`config.mk`:
```
export PLATFORM = sky130hd
export DESIGN_NAME = exc_entry_seq
export DESIGN_NICKNAME = d
export VERILOG_FILES = /design/src/rtl/exc_entry_pkg.sv /design/src/rtl/exc_arbiter.sv /design/src/rtl/exc_target.sv /design/src/rtl/exc_entry_seq.sv
export SDC_FILE = /design/constraint.sdc
export NUM_CORES = 1
export LEC_CHECK = 0
export BUFFER_PORTS_ARGS = -buffer_cell sky130_fd_sc_hd__buf_2
export CAP_MARGIN = 30
export CORE_AREA = 2 2 162 164
export DETAILED_ROUTE_END_ITERATION = 10
export DIE_AREA = 0 0 164 166
export PLACE_DENSITY = 0.77
export SLEW_MARGIN = 20
export SYNTH_ARGS = -nofsm -noshare
export SYNTH_HDL_FRONTEND = slang
export SYNTH_HIERARCHICAL = 1
export SYNTH_SLANG_ARGS = --single-unit
```
`constraint.sdc`:
```
create_clock -name clk -period 5.2 [get_ports clk]
set_clock_uncertainty 0.2 [all_clocks]
set_input_delay 0.26 -clock clk [delete_from_list [all_inputs] [get_ports clk]]
set_output_delay 0.26 -clock clk [all_outputs]
set_load 0.03 [all_outputs]
```
`src/rtl/exc_entry_pkg.sv`:
```
package exc_entry_pkg;

  localparam int CODE_W = 12;

  localparam logic [CODE_W-1:0] CODE_RESET  = 12'h000;
  localparam logic [CODE_W-1:0] CODE_NOMASK = 12'h1E0;
  localparam logic [CODE_W-1:0] CODE_TLB_RD = 12'h040;
  localparam logic [CODE_W-1:0] CODE_TLB_WR = 12'h060;
  localparam logic [CODE_W-1:0] CODE_TRAP   = 12'h160;

  localparam int SR_BL_BIT = 28;
  localparam int SR_RB_BIT = 29;
  localparam int SR_MD_BIT = 30;
  localparam int SR_IM_LO  = 4;

  typedef enum logic [1:0] {EV_NONE, EV_EXC, EV_IRQ} ev_kind_e;

  // Code that is actually entered once the block bit is applied.
  function automatic logic [CODE_W-1:0] entered_code(input logic blk,
                                                     input logic [CODE_W-1:0] raw);
    return (blk && raw != CODE_NOMASK) ? CODE_RESET : raw;
  endfunction

  // Handler offset from the vector base for each class of event.
  function automatic logic [11:0] handler_offset(input ev_kind_e kind,
                                                 input logic [CODE_W-1:0] code);
    if (kind == EV_IRQ) return 12'h600;
    if (code == CODE_TLB_RD || code == CODE_TLB_WR) return 12'h400;
    return 12'h100;
  endfunction

endpackage

```
`src/rtl/exc_arbiter.sv`:
```
module exc_arbiter
  import exc_entry_pkg::*;
(
  input  logic              busy,
  input  logic              exc_pend,
  input  logic [CODE_W-1:0] exc_code,
  input  logic              irq_req,
  input  logic              in_sleep,
  input  logic              blk,
  input  logic              intc_none,
  output ev_kind_e          kind,
  output logic [CODE_W-1:0] code
);

  logic irq_ok;
  assign irq_ok = irq_req && (!blk || in_sleep) && !intc_none;

  always_comb begin
    kind = EV_NONE;
    code = '0;
    if (!busy) begin
      if (exc_pend) begin
        kind = EV_EXC;
        code = entered_code(blk, exc_code);
      end else if (irq_ok) begin
        kind = EV_IRQ;
      end
    end
  end

endmodule

```
`src/rtl/exc_target.sv`:
```
module exc_target
  import exc_entry_pkg::*;
#(
  parameter int XLEN = 32
) (
  input  ev_kind_e          kind,
  input  logic [CODE_W-1:0] code,
  input  logic [XLEN-1:0]   sr_in,
  input  logic [XLEN-1:0]   vbr_in,
  input  logic [XLEN-1:0]   pc_in,
  input  logic              in_dslot,
  output logic [XLEN-1:0]   new_sr,
  output logic [XLEN-1:0]   new_pc,
  output logic [XLEN-1:0]   new_spc
);

  localparam logic [XLEN-1:0] RESET_PC = XLEN'(32'hA000_0000);
  localparam logic [XLEN-1:0] STEP     = XLEN'(2);

  logic is_reset, is_trap;
  logic [XLEN-1:0] base_pc;

  assign is_reset = (kind == EV_EXC) && (code == CODE_RESET);
  assign is_trap  = (kind == EV_EXC) && (code == CODE_TRAP);
  assign base_pc  = in_dslot ? pc_in - STEP : pc_in;

  always_comb begin
    new_sr = sr_in;
    new_sr[SR_BL_BIT] = 1'b1;
    new_sr[SR_RB_BIT] = 1'b1;
    new_sr[SR_MD_BIT] = 1'b1;
    if (is_reset) new_sr[SR_IM_LO+3:SR_IM_LO] = 4'hF;
  end

  assign new_spc = is_trap ? base_pc + STEP : base_pc;
  assign new_pc  = is_reset ? RESET_PC
                            : vbr_in + XLEN'(handler_offset(kind, code));

endmodule

```
`src/rtl/exc_entry_seq.sv`:
```
module exc_entry_seq
  import exc_entry_pkg::*;
#(
  parameter int XLEN = 32
) (
  input  logic              clk,
  input  logic              rst_n,
  input  logic              exc_pend,
  input  logic [CODE_W-1:0] exc_code,
  input  logic              irq_req,
  input  logic              in_sleep,
  input  logic              in_dslot,
  input  logic [XLEN-1:0]   sr_in,
  input  logic [XLEN-1:0]   vbr_in,
  input  logic [XLEN-1:0]   pc_in,
  input  logic [XLEN-1:0]   r15_in,
  output logic [3:0]        irq_level,
  input  logic [CODE_W-1:0] intc_vec,
  input  logic              intc_none,
  output logic              entry,
  output logic              dslot_clr,
  output logic [XLEN-1:0]   spc,
  output logic [XLEN-1:0]   ssr,
  output logic [XLEN-1:0]   sgr,
  output logic [CODE_W-1:0] expevt,
  output logic [CODE_W-1:0] intevt,
  output logic [XLEN-1:0]   sr_out,
  output logic [XLEN-1:0]   pc_out
);

  ev_kind_e          ev_kind;
  logic [CODE_W-1:0] ev_code;
  logic [XLEN-1:0]   nxt_sr, nxt_pc, nxt_spc;
  logic              go;

  assign irq_level = sr_in[SR_IM_LO+3:SR_IM_LO];

  exc_arbiter u_arb (
    .busy     (entry),
    .exc_pend (exc_pend),
    .exc_code (exc_code),
    .irq_req  (irq_req),
    .in_sleep (in_sleep),
    .blk      (sr_in[SR_BL_BIT]),
    .intc_none(intc_none),
    .kind     (ev_kind),
    .code     (ev_code)
  );

  exc_target #(.XLEN(XLEN)) u_tgt (
    .kind    (ev_kind),
    .code    (ev_code),
    .sr_in   (sr_in),
    .vbr_in  (vbr_in),
    .pc_in   (pc_in),
    .in_dslot(in_dslot),
    .new_sr  (nxt_sr),
    .new_pc  (nxt_pc),
    .new_spc (nxt_spc)
  );

  assign go = (ev_kind != EV_NONE);

  always_ff @(posedge clk or negedge rst_n) begin
    if (!rst_n) begin
      entry     <= 1'b0;
      dslot_clr <= 1'b0;
      spc       <= '0;
      ssr       <= '0;
      sgr       <= '0;
      expevt    <= '0;
      intevt    <= '0;
      sr_out    <= '0;
      pc_out    <= '0;
    end else begin
      entry     <= go;
      dslot_clr <= go && in_dslot;
      if (go) begin
        spc    <= nxt_spc;
        ssr    <= sr_in;
        sgr    <= r15_in;
        sr_out <= nxt_sr;
        pc_out <= nxt_pc;
        if (ev_kind == EV_EXC) expevt <= ev_code;
        if (ev_kind == EV_IRQ) intevt <= intc_vec;
      end
    end
  end


  exc_beats_irq_chk: assert property (@(posedge clk) disable iff (!rst_n)
    (!entry && exc_pend && irq_req) |=> (entry && $stable(intevt)));


  blocked_irq_chk: assert property (@(posedge clk) disable iff (!rst_n)
    (!exc_pend && sr_in[SR_BL_BIT] && !in_sleep) |=> !entry);


  none_pending_chk: assert property (@(posedge clk) disable iff (!rst_n)
    (!exc_pend && intc_none) |=> !entry);


  saved_state_chk: assert property (@(posedge clk) disable iff (!rst_n)
    (!entry && go) |=> (ssr == $past(sr_in) && sgr == $past(r15_in)
                        && sr_out[SR_MD_BIT] && sr_out[SR_RB_BIT] && sr_out[SR_BL_BIT]));


  dslot_pulse_chk: assert property (@(posedge clk) disable iff (!rst_n)
    dslot_clr |-> entry);


  reset_vector_chk: assert property (@(posedge clk) disable iff (!rst_n)
    (!entry && exc_pend && sr_in[SR_BL_BIT] && exc_code != CODE_NOMASK)
    |=> (pc_out == XLEN'(32'hA000_0000) && sr_out[SR_IM_LO+3:SR_IM_LO] == 4'hF));


  single_pulse_chk: assert property (@(posedge clk) disable iff (!rst_n)
    entry |=> !entry);

endmodule

```
Word-level counts from Yosys, hierarchy flattened
Cells that the tools add are included.

Bits in registers: 186. Input port bits: 159. Output and inout bits: 190. Word-level logic and storage cells: 49.

Add/sub/neg operators: 3. Equal/unequal tests: 6. Muxes and demuxes: 17. Reductions and logical operators: 14.

Operators with widths (number): $mux W32 (3); $mux W12 (7); $add A32 B12 Y32 (1); $add A32 B2 Y32 const B (1); $sub A32 B2 Y32 const B (1); $eq A12 B7 Y1 const B (2); $eq A12 B9 Y1 const B (1); $logic_not A12 Y1 (1); $ne A12 B9 Y1 const B (1); $logic_and A1 B1 Y1 (6); $mux W2 (3); $mux W4 (1); $reduce_and A2 Y1 (2); $mux W1 (3); $eq A2 B1 Y1 const B (1); $eq A2 B2 Y1 const B (1); $logic_not A1 Y1 (2); $logic_or A1 B1 Y1 (2); $reduce_bool A2 Y1 (1).

Longest topological paths before layout
Depth after elaboration: 14. Depth in mapped cells: 18. Mapped depth without buffers: 18.

Hierarchy
The synthesis kept the hierarchy.

By module, submodules not included: exc_entry_seq (times used 1, cells each 398, area an instance 7244.4 µm², sequential area each 4654.5 µm²); exc_target (times used 1, cells each 399, area an instance 2661.3 µm², sequential area each 0.0 µm²); exc_arbiter (times used 1, cells each 23, area an instance 158.9 µm², sequential area each 0.0 µm²).

Least setup slack after synthesis
OpenSTA, ideal clock, no wires.

Path type: register -> register. From: register entry. To: register pc_out[31]. Setup time: 0.125 ns. Arrival: 3.499 ns. Required time: 4.875 ns. Setup slack: 1.376 ns. Cell stages (with the launch flop): 16. Path buffers: 0. Clock period less this slack: 3.824 ns. Cells stage by stage: dfrtp_1 -> and2b_1 -> nand4_1 -> a21boi_0 -> nor3_1 -> nand3_1 -> nor2_1 -> a21o_1 -> ha_1 -> a21oi_1 -> nor3_1 -> and2_1 -> nand2b_1 -> o21ai_0 -> or3b_2 -> mux2_2.

Elaborated cells between the ends (all ways): 18. Those cells by class: add/sub: 1; eq/ne: 4; mux: 9; reduce/logical: 4.

RTL lines: start, declared (line exc_entry_seq.sv:20) `output logic entry,`; start signal, assigned (line exc_entry_seq.sv:76) `entry <= go;`; $mux W2 * (line exc_arbiter.sv:21) `if (!busy) begin`; net ev_kind[0] (line exc_entry_seq.sv:31) `ev_kind_e ev_kind;`; $eq A2 B2 Y1 (line exc_entry_pkg.sv:27) `if (kind == EV_IRQ) return 12'h600;`; $mux W1 (line exc_entry_pkg.sv:27); $mux W12 (line exc_entry_pkg.sv:28) `if (code == CODE_TLB_RD || code == CODE_TLB_WR) return 12'h400;`; $add A32 B12 Y32 (line exc_target.sv:37) `: vbr_in + XLEN'(handler_offset(kind, code));`; $mux W32 * (line exc_target.sv:36) `assign new_pc = is_reset ? RESET_PC`; net nxt_pc[31] (line exc_entry_seq.sv:33) `logic [XLEN-1:0] nxt_sr, nxt_pc, nxt_spc;`; end signal, assigned (line exc_entry_seq.sv:83) `pc_out <= nxt_pc;`; end, declared (line exc_entry_seq.sv:28) `output logic [XLEN-1:0] pc_out`.

The timed path passes the listed nets; every way through them passes the cells marked *. The select of a mux whose other input is x is not followed. A chain may end at the register's enable or synchronous reset.

Worst setup path in the final report
Same ends and word-level chain as after synthesis.

==> impl_metrics.py <==
metrics = {
    "outcome": {
        "status": "completed",
    },
    "synthesis": {
        "synth_area_sq_um": 10060,
        "ys_warn_count": 6,
        "syn_inst": 820,
        "synth-seq-area-share": 0.4625,
        "ys.flop_type": "dfrtp_1",
        "synth_edf_count": 0,
        "ys_ff_latch": 186,
        "async_reset_ff_frac": 1.000,
        "synth.avg_cell_area_sq_um": 12.27,
        "synthDistinctLibCells": 72,
    },
    "clock_network": {
        "cts_sinks": 186,
        "ctsHoldBuffers": 86,
        "cts_buffers": 17,
        "cts-resized-gates": 0,
        "tritoncts": "built",
        "clk_pin_slew_ps": 80,
        "cts_setup_buffers": 0,
        "cts-htree-levels": 4,
        "insertion_delay_ps": 420,
        "cts_root_buf": "clkbuf_16",
        "cts_buffer_depth": 2,
    },
    "grt": {
        "grt_usage": 0.2074,
        "antenna_found_initial": 3,
        "grt_pass1_wl_um": 44230,
        "grt_start_max_net_pins": 112,
        "grt_pass1_vias": 8195,
        "grt_overflow": 0,
    },
    "pwr": {
        "p_leak_nw": 6.216,
        "p_per_area_nw_per_um2": 365.5,
        "vdd_drop_max_v": 0.0002162,
    },
    "setup_path": {
        "path_class": "reg2reg",
        "max_stage_delay_ps": 440,
        "critPathRequiredTime_ps": 5320,
        "crit_fanout": 7,
        "arrival_ps": 4390,
        "slowest_stage": "or3b_2",
        "crit_family": "simple AND/OR/NAND/NOR gates",
        "worstPathCellList": "and2b_1 > nand4_1 > a21boi_0 > nor3_1 > nand3_1 > nor2_1 > a21o_1 > inv_1 > ha_1 > a21o_1 > a21oi_1 > nor3_1 > and2_1 > nand2b_1 > o21ai_0 > or3b_2 > mux2_2",
        "critPathLaunchType": "flip-flop",
        "end_kind": "flip-flop",
        "crit_buf_inv": 1,
    },
    "timing": {
        "setup_violations": 0,
        "final-hold-violation-count": 0,
        "tightest_slew_ps": 843.1,
        "tns_ps": 0,
        "rsz0062_at_grt": "no",
        "drv_slew": 0,
        "max_freq_mhz": 234.2,
        "timing.final.crit_period_ps": 4270,
        "fin_crit_sh": 0.8211,
        "slew_headroom": 0.4379,
    },
    "cells_and_area": {
        "fin_nets": 1376,
        "multi_input_comb_area_sq_um": 4898,
        "drive_above_1_share": 0.4894,
        "regArea_sq_um": 4654,
        "fillers": 2179,
        "syn_to_final_growth_pct": 32.28,
        "final-instance-count-excl-fill": 1561,
    },
    "detailed_routing": {
        "drc": 0,
        "ant_nets": 0,
        "dr.pass1.iters": 6,
        "drtIter0Drc": 432,
        "drt-wirelength-per-cell_um": 18.44,
        "via_per_inst": 5.078,
        "drt_wl_total_um": 28780,
        "vias": 7926,
    },
    "floorplan": {
        "design.core.area_sq_um": 25620,
        "dieHeight_um": 166,
        "die_x_um": 164,
        "ios": 349,
        "die-area_sq_um": 27220,
        "num_rows": 59,
        "initial_core_util": 0.3929,
    },
    "place": {
        "dp_hpwl_um": 20270,
        "place_congestion": 0.9009,
        "io_buffers": 348,
        "placed_cells": 1441,
    },
    "min_path": {
        "hold_class": "in2reg",
    },
    "flow_run": {
        "max-cap-violations": 0,
    },
}
## layout make-up
cell class / instances / share of cell area
antenna: 2 / 0.0003759
clock buffer: 18 / 0.03223
clock inverter: 14 / 0.01297
inverter: 7 / 0.001974
multi-input combinational: 557 / 0.3679
sequential: 186 / 0.3496
tap: 335 / 0.03148
timing repair buffer: 442 / 0.2035
## report_power, final
group	total, mW	switching (mW)	leakage [nW]	internal (mW)
Combinational	1.68	1.03	3.72	0.651
Sequential	1.88	0.151	2.21	1.72
Clock	1.31	0.659	0.291	0.654
Total	4.87	1.84	6.22	3.03
## stage by stage
stage | worst slack, ps | util | hold slack [ps] | power, mW | area, sq um
2_1_floorplan | 1376 | - | -235.6 | 3.006 | 10070
3_3_place_gp | 977.4 | 0.4624 | 132.4 | 3.492 | 11840
3_5_place_dp | 902.8 | 0.4625 | 139.3 | 3.524 | 11850
4_1_cts | 979.3 | 0.5196 | 15.49 | 4.915 | 13310
5_1_grt | 597.8 | 0.5198 | 39.66 | 5.097 | 13310
6_report | 930.2 | 0.5198 | 37.44 | 4.866 | 13310
## Yosys cell counts, types with 12 or more instances
cell type | count | area [sq um]
and2_1 | 13 | 81.33
buf_4 | 33 | 247.7
buf_6 | 12 | 135.1
clkbuf_1 | 15 | 56.30
dfrtp_1 | 186 | 4654
mux2_2 | 105 | 1182
mux2_4 | 80 | 1201
nand2_1 | 30 | 112.6
nand3_1 | 13 | 65.06
nand4_1 | 13 | 81.33
nor2_1 | 53 | 198.9
nor2b_1 | 19 | 118.9
nor3_1 | 21 | 105.1
xnor2_1 | 35 | 306.5
xor2_1 | 33 | 289.0
## layout by cell type, fill, tap and decap left out, drive strengths merged, types with 7 or more instances in the layout
cell type      n
clkinv         7
nor4           9
a21oi         12
mux2         185
nand4         13
buf          355
xnor2         35
nand2         31
nand3         13
nor2          54
nor2b         19
and2          13
inv           14
o21ai          8
or3            9
xor2          33
nor3          22
dlygate4sd3   86
dfrtp        186
clkbuf        19
nor4b          8
## metal layers
metal	vias up	GRT usage	part of all wire
li1	3657	-	-
met1	3900	0.2419	0.39
met2	330	0.3670	0.50
met3	39	0.05969	0.078
met4	0	0.06178	0.023
met5	-	0	0
## sequential cells by signal, indices dropped and copies added, names as in the netlist
name	cells
expevt	12
sgr	32
dslot_clr	1
pc_out	32
intevt	12
ssr	32
entry	1
sr_out	32
spc	32
## final timing paths
path                                        startpoint                     end  slack (ps)  cells after the start
worst max-delay path                   entry$_DFF_PN0_  pc_out[31]$_DFFE_PN0P_         930                     17
worst min-delay path                      exc_code[10]  expevt[10]$_DFFE_PN0P_          40                      3
worst max register to register         entry$_DFF_PN0_  pc_out[31]$_DFFE_PN0P_         930                     17
worst min register to register  sr_out[28]$_DFFE_PN0P_  sr_out[28]$_DFFE_PN0P_         300                      1
max in group asynchronous                        rst_n  pc_out[16]$_DFFE_PN0P_        3540                      3
min in group asynchronous                        rst_n      ssr[5]$_DFFE_PN0P_         210                      2
## tightest hold or removal path: stages
cell	delay, ps
buf_2	90
and2_1	140
mux2_2	140
## cells by family after synthesis
kind of cell / share of synthesized area
AOI/OAI and AO/OA: 0.03941
xor gates and xnor gates: 0.05917
adders and majority gates: 0.008205
buffers and inverters: 0.05209
DFF: 0.4625
muxes: 0.2428
other: 0.0003726
and+or+nand+nor: 0.1355
Note: power is estimated with default switching activity, not from simulation.
